## config.mk

```make
export PLATFORM = sky130hd
export DESIGN_NAME = trace_qualifier
export DESIGN_NICKNAME = d
export VERILOG_FILES = /design/src/rtl/tq_pkg.sv /design/src/rtl/tq_matcher.sv /design/src/rtl/tq_cond.sv /design/src/rtl/tq_window.sv /design/src/rtl/tq_break.sv /design/src/rtl/trace_qualifier.sv
export SDC_FILE = /design/constraint.sdc
export NUM_CORES = 1
export LEC_CHECK = 0
export ABC_AREA = 1
export BUFFER_PORTS_ARGS = -buffer_cell sky130_fd_sc_hd__buf_2
export CAP_MARGIN = 20
export CORE_MARGIN = 10
export CORE_UTILIZATION = 35
export CTS_BUF_LIST = sky130_fd_sc_hd__clkbuf_8
export DETAILED_ROUTE_END_ITERATION = 10
export PLACE_DENSITY = 0.82
export SYNTH_ARGS = -nofsm -noshare
export SYNTH_HDL_FRONTEND = slang
export SYNTH_SLANG_ARGS = --single-unit
```

## constraint.sdc

```tcl
create_clock -name clk -period 2 [get_ports clk]
set_input_delay 0.6 -clock clk [delete_from_list [all_inputs] [get_ports clk]]
set_output_delay 0.6 -clock clk [all_outputs]
set_load 0.01 [all_outputs]
```

## src/rtl/tq_pkg.sv

```systemverilog
package tq_pkg;

  typedef enum logic {
    WIN_CLOSED = 1'b0,
    WIN_OPEN   = 1'b1
  } win_e;

  localparam int unsigned N_COND = 2;
  localparam int unsigned COND_ON  = 0;
  localparam int unsigned COND_OFF = 1;

endpackage

```

## src/rtl/tq_matcher.sv

```systemverilog
module tq_matcher #(
  parameter int unsigned W = 8
) (
  input  logic [W-1:0] probe,
  input  logic [W-1:0] value,
  input  logic [W-1:0] dont_care,
  output logic         hit
);

  logic [W-1:0] diff;

  always_comb begin
    diff = (probe ^ value) & ~dont_care;
    hit  = (diff == '0);
  end

endmodule

```

## src/rtl/tq_cond.sv

```systemverilog
module tq_cond #(
  parameter int unsigned AW = 16,
  parameter int unsigned DW = 8,
  parameter int unsigned SW = 3
) (
  input  logic [AW-1:0] bus_addr,
  input  logic [DW-1:0] bus_data,
  input  logic [SW-1:0] bus_stat,
  input  logic [AW-1:0] c_addr,
  input  logic [AW-1:0] c_addr_dc,
  input  logic [DW-1:0] c_data,
  input  logic [DW-1:0] c_data_dc,
  input  logic [SW-1:0] c_stat,
  input  logic [SW-1:0] c_stat_dc,
  output logic          hit
);

  localparam int unsigned TW = AW + DW + SW;

  logic [TW-1:0] probe_all;
  logic [TW-1:0] value_all;
  logic [TW-1:0] dc_all;

  assign probe_all = {bus_addr, bus_data, bus_stat};
  assign value_all = {c_addr, c_data, c_stat};
  assign dc_all    = {c_addr_dc, c_data_dc, c_stat_dc};

  tq_matcher #(.W(TW)) u_cmp (
    .probe     (probe_all),
    .value     (value_all),
    .dont_care (dc_all),
    .hit       (hit)
  );

endmodule

```

## src/rtl/tq_window.sv

```systemverilog
module tq_window
  import tq_pkg::*;
#(
  parameter int unsigned CW = 4
) (
  input  logic          clk,
  input  logic          rst_n,
  input  logic          valid,
  input  logic          on_hit,
  input  logic          off_hit,
  input  logic [CW-1:0] limit,
  output logic          store_q
);

  localparam int unsigned XW = CW + 1;

  win_e          st_q, st_d;
  logic [CW-1:0] cnt_q, cnt_d;
  logic          store_d;
  logic [XW-1:0] cnt_inc;
  logic          limit_on;
  logic          at_limit;

  always_comb begin
    cnt_inc  = {1'b0, cnt_q} + XW'(1);
    limit_on = (limit != '0);
    at_limit = limit_on && (cnt_inc >= {1'b0, limit});
  end

  always_comb begin
    st_d    = st_q;
    cnt_d   = cnt_q;
    store_d = 1'b0;
    if (valid) begin
      if (st_q == WIN_OPEN) begin
        store_d = 1'b1;
        if (off_hit || at_limit) begin
          st_d  = WIN_CLOSED;
          cnt_d = '0;
        end else if (limit_on) begin
          cnt_d = cnt_inc[CW-1:0];
        end
      end else if (on_hit) begin
        store_d = 1'b1;
        if (off_hit || at_limit) begin
          st_d  = WIN_CLOSED;
          cnt_d = '0;
        end else begin
          st_d  = WIN_OPEN;
          cnt_d = limit_on ? cnt_inc[CW-1:0] : '0;
        end
      end
    end
  end

  always_ff @(posedge clk) begin
    if (!rst_n) begin
      st_q    <= WIN_CLOSED;
      cnt_q   <= '0;
      store_q <= 1'b0;
    end else begin
      st_q    <= st_d;
      cnt_q   <= cnt_d;
      store_q <= store_d;
    end
  end

  a_r2_start_stored: assert property (@(posedge clk) disable iff (!rst_n)
    (valid && on_hit && st_q == WIN_CLOSED) |=> store_q);

  a_r3_stop_closes: assert property (@(posedge clk) disable iff (!rst_n)
    (valid && off_hit) |=> (st_q == WIN_CLOSED));

  a_r4_dual_hit_closed: assert property (@(posedge clk) disable iff (!rst_n)
    (valid && on_hit && off_hit && st_q == WIN_CLOSED) |=> (store_q && st_q == WIN_CLOSED));

  a_r5_idle_holds: assert property (@(posedge clk) disable iff (!rst_n)
    !valid |=> (!store_q && $stable(st_q) && $stable(cnt_q)));

  a_r6_limit_closes: assert property (@(posedge clk) disable iff (!rst_n)
    (valid && st_q == WIN_OPEN && at_limit) |=> (st_q == WIN_CLOSED));

endmodule

```

## src/rtl/tq_break.sv

```systemverilog
module tq_break (
  input  logic clk,
  input  logic rst_n,
  input  logic start_ev,
  input  logic brk_en,
  input  logic brk_clr,
  output logic trig_q,
  output logic brk_q
);

  logic brk_set;

  assign brk_set = start_ev && brk_en;

  always_ff @(posedge clk) begin
    if (!rst_n) begin
      trig_q <= 1'b0;
      brk_q  <= 1'b0;
    end else begin
      trig_q <= start_ev;
      if (brk_set)
        brk_q <= 1'b1;
      else if (brk_clr)
        brk_q <= 1'b0;
    end
  end

  a_r7_trig_follows_event: assert property (@(posedge clk) disable iff (!rst_n)
    start_ev |=> trig_q);

  a_r8_sticky: assert property (@(posedge clk) disable iff (!rst_n)
    (brk_q && !brk_clr) |=> brk_q);

  a_r8_set_wins: assert property (@(posedge clk) disable iff (!rst_n)
    (start_ev && brk_en) |=> brk_q);

  a_r8_clear: assert property (@(posedge clk) disable iff (!rst_n)
    (brk_clr && !(start_ev && brk_en)) |=> !brk_q);

  a_r8_no_set_disabled: assert property (@(posedge clk) disable iff (!rst_n)
    (!brk_q && !(start_ev && brk_en)) |=> !brk_q);

endmodule

```

## src/rtl/trace_qualifier.sv

```systemverilog
module trace_qualifier
  import tq_pkg::*;
#(
  parameter int unsigned AW = 16,
  parameter int unsigned DW = 8,
  parameter int unsigned SW = 3,
  parameter int unsigned CW = 4
) (
  input  logic          clk,
  input  logic          rst_n,
  input  logic          bus_valid,
  input  logic [AW-1:0] bus_addr,
  input  logic [DW-1:0] bus_data,
  input  logic [SW-1:0] bus_stat,
  input  logic [AW-1:0] on_addr,
  input  logic [AW-1:0] on_addr_dc,
  input  logic [DW-1:0] on_data,
  input  logic [DW-1:0] on_data_dc,
  input  logic [SW-1:0] on_stat,
  input  logic [SW-1:0] on_stat_dc,
  input  logic [AW-1:0] off_addr,
  input  logic [AW-1:0] off_addr_dc,
  input  logic [DW-1:0] off_data,
  input  logic [DW-1:0] off_data_dc,
  input  logic [SW-1:0] off_stat,
  input  logic [SW-1:0] off_stat_dc,
  input  logic [CW-1:0] win_limit,
  input  logic          brk_en,
  input  logic          brk_clr,
  output logic          store_en,
  output logic          trig_pulse,
  output logic          brk_req
);

  logic [N_COND-1:0] hit;
  logic              start_ev;

  for (genvar g = 0; g < N_COND; g++) begin : g_cond
    tq_cond #(.AW(AW), .DW(DW), .SW(SW)) u_cond (
      .bus_addr  (bus_addr),
      .bus_data  (bus_data),
      .bus_stat  (bus_stat),
      .c_addr    ((g == COND_ON) ? on_addr    : off_addr),
      .c_addr_dc ((g == COND_ON) ? on_addr_dc : off_addr_dc),
      .c_data    ((g == COND_ON) ? on_data    : off_data),
      .c_data_dc ((g == COND_ON) ? on_data_dc : off_data_dc),
      .c_stat    ((g == COND_ON) ? on_stat    : off_stat),
      .c_stat_dc ((g == COND_ON) ? on_stat_dc : off_stat_dc),
      .hit       (hit[g])
    );
  end

  assign start_ev = bus_valid && hit[COND_ON];

  tq_window #(.CW(CW)) u_win (
    .clk     (clk),
    .rst_n   (rst_n),
    .valid   (bus_valid),
    .on_hit  (hit[COND_ON]),
    .off_hit (hit[COND_OFF]),
    .limit   (win_limit),
    .store_q (store_en)
  );

  tq_break u_brk (
    .clk      (clk),
    .rst_n    (rst_n),
    .start_ev (start_ev),
    .brk_en   (brk_en),
    .brk_clr  (brk_clr),
    .trig_q   (trig_pulse),
    .brk_q    (brk_req)
  );

  a_r5_no_trig_invalid: assert property (@(posedge clk) disable iff (!rst_n)
    !bus_valid |=> !trig_pulse && !store_en);

  a_r1_full_dc_matches: assert property (@(posedge clk) disable iff (!rst_n)
    (bus_valid && (&on_addr_dc) && (&on_data_dc) && (&on_stat_dc)) |=> (trig_pulse && store_en));

endmodule

```

# Yosys cells after proc, flatten, opt, wreduce, memory -nomap -nowiden
# Index checks and enable logic that the tools add are counted.
# totals
regBits	8
output_inout_bits	3
wordCells	38
# op_classes
addsub	1
order_cmp	1
eq_ne	1
muxes	13
bitwise_logic	6
n_reduce_logical	11
# ops
cell	n
$and 27x27->27	2
$logic_not 27->1	2
$not 27->27	2
$xor 27x27->27	2
$mux 4	6
$mux 1	7
$add 4x1->5 const B	1
$ge 5x4->1	1
$reduce_bool 2->1	2
$reduce_bool 4->1	1
$logic_and 1x1->1	3
$ne 3x3->1 const B	1
$reduce_and 3->1	1
$reduce_and 2->1	1
$logic_or 1x1->1	1

# Logic depth before layout (Yosys ltp)
# depth
depth_word	7
ltp_mapped	13
ltp_nobuf	13

# Modules after synthesis
# A second synthesis with hierarchy kept.
# unflattened
cells_unflattened	386
hier_area_um2	1757.9
# by_module_without_submodules
mod	instances	cells_each	area_per_inst_um2	seq_area_each_um2
tq_matcher	2	157	628.1	0.0
tq_window	1	62	429.2	120.1
tq_break	1	8	65.1	40.0
trace_qualifier	1	2	7.5	0.0

# Least setup slack after synthesis
# Ideal clock, no wire load.
# synth_timing
path_kind	register to register
from	register u_win.cnt_q[0]
to	register u_win.cnt_q[1]
setup_time_ns	0.064
arrival_ns	1.620
required_ns	1.936
setup_slack_ns	0.317
stages_incl_launch_ff	12
n_path_buf	0
synth_period_minus_slack_ns	1.683
cell_sequence	dfxtp_1 -> ha_1 -> xor2_1 -> ha_1 -> a21oi_1 -> nand3b_1 -> nand4_1 -> nand2_1 -> nand3_1 -> nor2_1 -> nor2_1 -> nor2_1
# synth_via
elab_chain_len	7
elab_cells_between_ends	12
classes_between	1 x add/sub; 1 x order compare; 1 x eq/ne; 6 x mux; 3 x reduce/logical
# synth_rtl
item	line	source
start, declared	tq_window.sv:18	logic [CW-1:0] cnt_q, cnt_d;
start signal, assigned	tq_window.sv:63	cnt_q <= cnt_d;
$add 4x1->5 *	tq_window.sv:25	cnt_inc = {1'b0, cnt_q} + XW'(1);
$ge 5x4->1	tq_window.sv:27	at_limit = limit_on && (cnt_inc >= {1'b0, limit});
$logic_and 1x1->1	tq_window.sv:27	
$logic_or 1x1->1	tq_window.sv:37, tq_window.sv:45	
$mux 4	tq_window.sv:45	if (off_hit || at_limit) begin
$mux 4	tq_window.sv:43	end else if (on_hit) begin
$mux 4	tq_window.sv:35	if (st_q == WIN_OPEN) begin
# Every way passes the cells marked *; elsewhere a longest branch is shown, timed or not. The select of a mux whose other input is x is not followed.
# A chain may end at the register's enable or synchronous reset.

# Worst setup path after layout
# Ends and elaborated chain as after synthesis.

==> metrics.md <==
| Metric | Value |
|---|---|
| Port Buffer Count | `146` |
| Avg Inst Size Synth | `4.71 sq um` |
| First-pass GRT wire length | `10.8 mm` |
| Final period utilization | `0.920` |
| CTS-repair resized insts | `0` |
| RR Startpoint | `u_win.cnt_q[0]` |
| CTS tree | `done` |
| GR Overflow Total | `0` |
| # Post-CTS Setup Buffers | `0` |
| Largest net degree at the start of global routing | `9` |
| Slew HR | `0.835` |
| Post-synth top area share | `0.300` |
| Final Hold Fails | `0` |
| Area leader, netlist | `nand2_1` |
| Longest individual stage delay on the worst path | `0.33 ns` |
| Sum Neg Setup Slack | `0 ns` |
| DR vias | `2585` |
| Die Ht | `92.0 um` |
| Drt drc | `0` |
| Fmax | `0.543 GHz` |
| Clk pin slew, worst setup/hold paths | `0.04 ns` |
| Drt initial violations | `51` |
| Clock latency on the worst-skew pair | `0.23 ns` |
| IR drop worst, VDD | `0.158 mV` |
| Critical path peak fanout | `4` |
| Clock skew | `0.00442 ns` |
| Clk root buf | `clkbuf_8` |
| Met3 routed WL | `533 um` |
| Fill count | `541` |
| Sequential area share after synthesis | `0.0883` |
| P per Cell Area | `270 nW/um^2` |
| Synth top area cells | `nand2_1 30%, inv_1 23%, dfxtp_1 8.8%, nand3b_1 8.3%, nand3_1 7.7%` |
| Mapped Area | `1810 sq um` |
| # IOs | `147` |
| Pwr Total | `727 uW` |
| Die Area | `8460 sq um` |
| Antenna viol nets, final | `0` |
| Outcome | `finished, final reports clean` |
| Number of synthesized register bits | `8` |
| Vias per inst | `4.28` |
| Area growth from synthesis to layout | `48.6%` |
| Critical path startpoint | `u_win.cnt_q[0]` |
| Slew @ Worst Pin | `0.245 ns` |
| Register-to-register setup slack | `0.16 ns` |
| Fraction of final layout cells with drive strength greater than 1 | `0.305` |
| CTS sink count | `8` |
| Core ar. | `5070 sq um` |
| Synth Net Count | `534` |
| Initial antenna violation count | `0` |
| H-tree levels | `1` |
| Total detailed-routing wirelength | `6.75 mm` |
| Wire length on met2 | `3.39 mm` |
| Top cell by count, worst path | `nor2_1` |
| Starting density of the core | `0.357` |
| CTS buffer count | `3` |
| Crit path time final | `1.84 ns` |
| CP required | `2.17 ns` |
| Setup violations, final | `0` |
| Worst Path Class, Setup | `reg2reg` |
| Top layer in use | `met4` |
| Die Width | `92.0 um` |
| Worst hold path startpoint | `u_brk.brk_q` |
| Worst min-delay path class | `reg2reg` |
| Mapped Cells | `385` |
| CP endpoint kind | `register` |
| Clock tree buffer depth | `2` |
| Post-synth cell types | `16` |
| # hold bufs at CTS | `0` |
| NumNets Final | `685` |
| Crit-path cells | `ha_2 > xor2_2 > ha_1 > a21oi_1 > nand3b_1 > nand4_1 > nand2_1 > nand3_2 > nor2_2 > nor2_1 > nor2_1` |
| Post-DP HPWL | `6.37 mm` |
| CP arrival | `2.01 ns` |
| Leakage | `1.88 nW` |
| Max-cap violation count | `0` |
| Slowest CP cell | `dfxtp_2` |
| Met1 WL | `2.72 mm` |
| Number of placement rows | `26` |
| Slew Limit Fails | `0` |
| # diodes | `0` |
| Final Wtd Congestion | `0.823` |
| Wire per inst | `11.2 um` |
| Vias in the first global route | `2641` |
| Drt pass-1 iters | `4` |
| Worst Setup Start Kind | `register` |
| Yosys warns | `0` |
| GRT Total Usage | `0.151` |
[through the flow]
step	worst slack (ns)	util	hold slack (ns)	cells	area, sq um
finish	0.160	0.531	0.469	604	2690
global route	-0.00601	0.531	0.508	604	2690
CTS	0.0723	0.527	0.471	604	2670
detailed placement	0.0775	0.518	0.464	601	2630
global placement	0.149	0.518	0.455	601	2630
floorplan	0.317	-	0.474	385	1810
[routing by layer]
layer / track usage / up-vias
li1: - / 1426
met1: 0.153 / 1055
met2: 0.288 / 95
met3: 0.0473 / 9
met4: 0.0424 / 0
met5: 0 / -
[final timing paths]
path               endpoint  depth (start not counted)
min             u_brk.brk_q                          2
max reg2reg  u_win.cnt_q[1]                         11
min reg2reg     u_brk.brk_q                          2
max          u_win.cnt_q[1]                         11
[cell usage after synthesis]
cell / n
nand3_1: 28
nand4_1: 5
a21oi_1: 14
or2_1: 4
dfxtp_1: 8
or2_0: 3
nand2_4: 1
nand2_2: 3
xor2_1: 2
ha_1: 5
inv_1: 109
nand2_1: 145
nand3b_1: 20
nor2_2: 3
nor2_1: 32
o21ai_0: 3
[logic make-up (layout without fill, tap and decap cells)]
| group | Yosys count | count (layout) | synth area share |
|---|---|---|---|
| flops | 8 | 8 | 0.0883 |
| simple gates | 244 | 244 | 0.595 |
| compound gates | 17 | 17 | 0.0469 |
| xor+xnor | 2 | 2 | 0.00966 |
| buf+inv | 109 | 258 | 0.226 |
| fa+ha+maj | 5 | 5 | 0.0345 |
[sequential cells by signal, indices dropped and copies added (netlist names)]
name / cells
u_win.st_q: 1
u_brk.brk_q: 1
u_win.cnt_q: 4
u_brk.trig_q: 1
u_win.store_q: 1
[final cells by class]
class                           instances  area, sq um  share of cell area
Multi-Input combinational cell        268         1260               0.468
Timing Repair Buffer                  146          731               0.271
Inverter                              109          409               0.152
Sequential cell                         8          164              0.0608
Tap cell                               70         87.6              0.0325
Clock buffer                            3         41.3              0.0153
[worst max-delay path, delay by kind of cell (launching register included)]
| kind | cells | cell delay (ns) |
|---|---|---|
| xor gates and xnor gates | 1 | 0.15 |
| DFF | 1 | 0.33 |
| AOI/OAI and AO/OA | 1 | 0.12 |
| adders and majority gates | 2 | 0.52 |
| and+or+nand+nor | 7 | 0.65 |
[power by group]
group	internal [mW]	switching [mW]	leakage, nW	total [mW]
combinational	0.187	0.183	1.79	0.370
clock	0.131	0.0667	0.0216	0.197
sequential	0.160	0.0000306	0.0660	0.160
[cells in the final DEF (no fill, tap or decap)]
| cell type | instances |
|---|---|
| a21oi_1 | 14 |
| buf_2 | 146 |
| clkbuf_8 | 3 |
| dfxtp_1 | 5 |
| dfxtp_2 | 3 |
| ha_1 | 4 |
| ha_2 | 1 |
| inv_1 | 109 |
| nand2_1 | 145 |
| nand2_2 | 3 |
| nand2_4 | 1 |
| nand3_1 | 27 |
| nand3_2 | 1 |
| nand3b_1 | 20 |
| nand4_1 | 5 |
| nor2_1 | 31 |
| nor2_2 | 4 |
| o21ai_0 | 3 |
| or2_0 | 3 |
| or2_1 | 4 |
| xor2_1 | 1 |
| xor2_2 | 1 |
No activity file was read; power rests on OpenSTA's default activity.
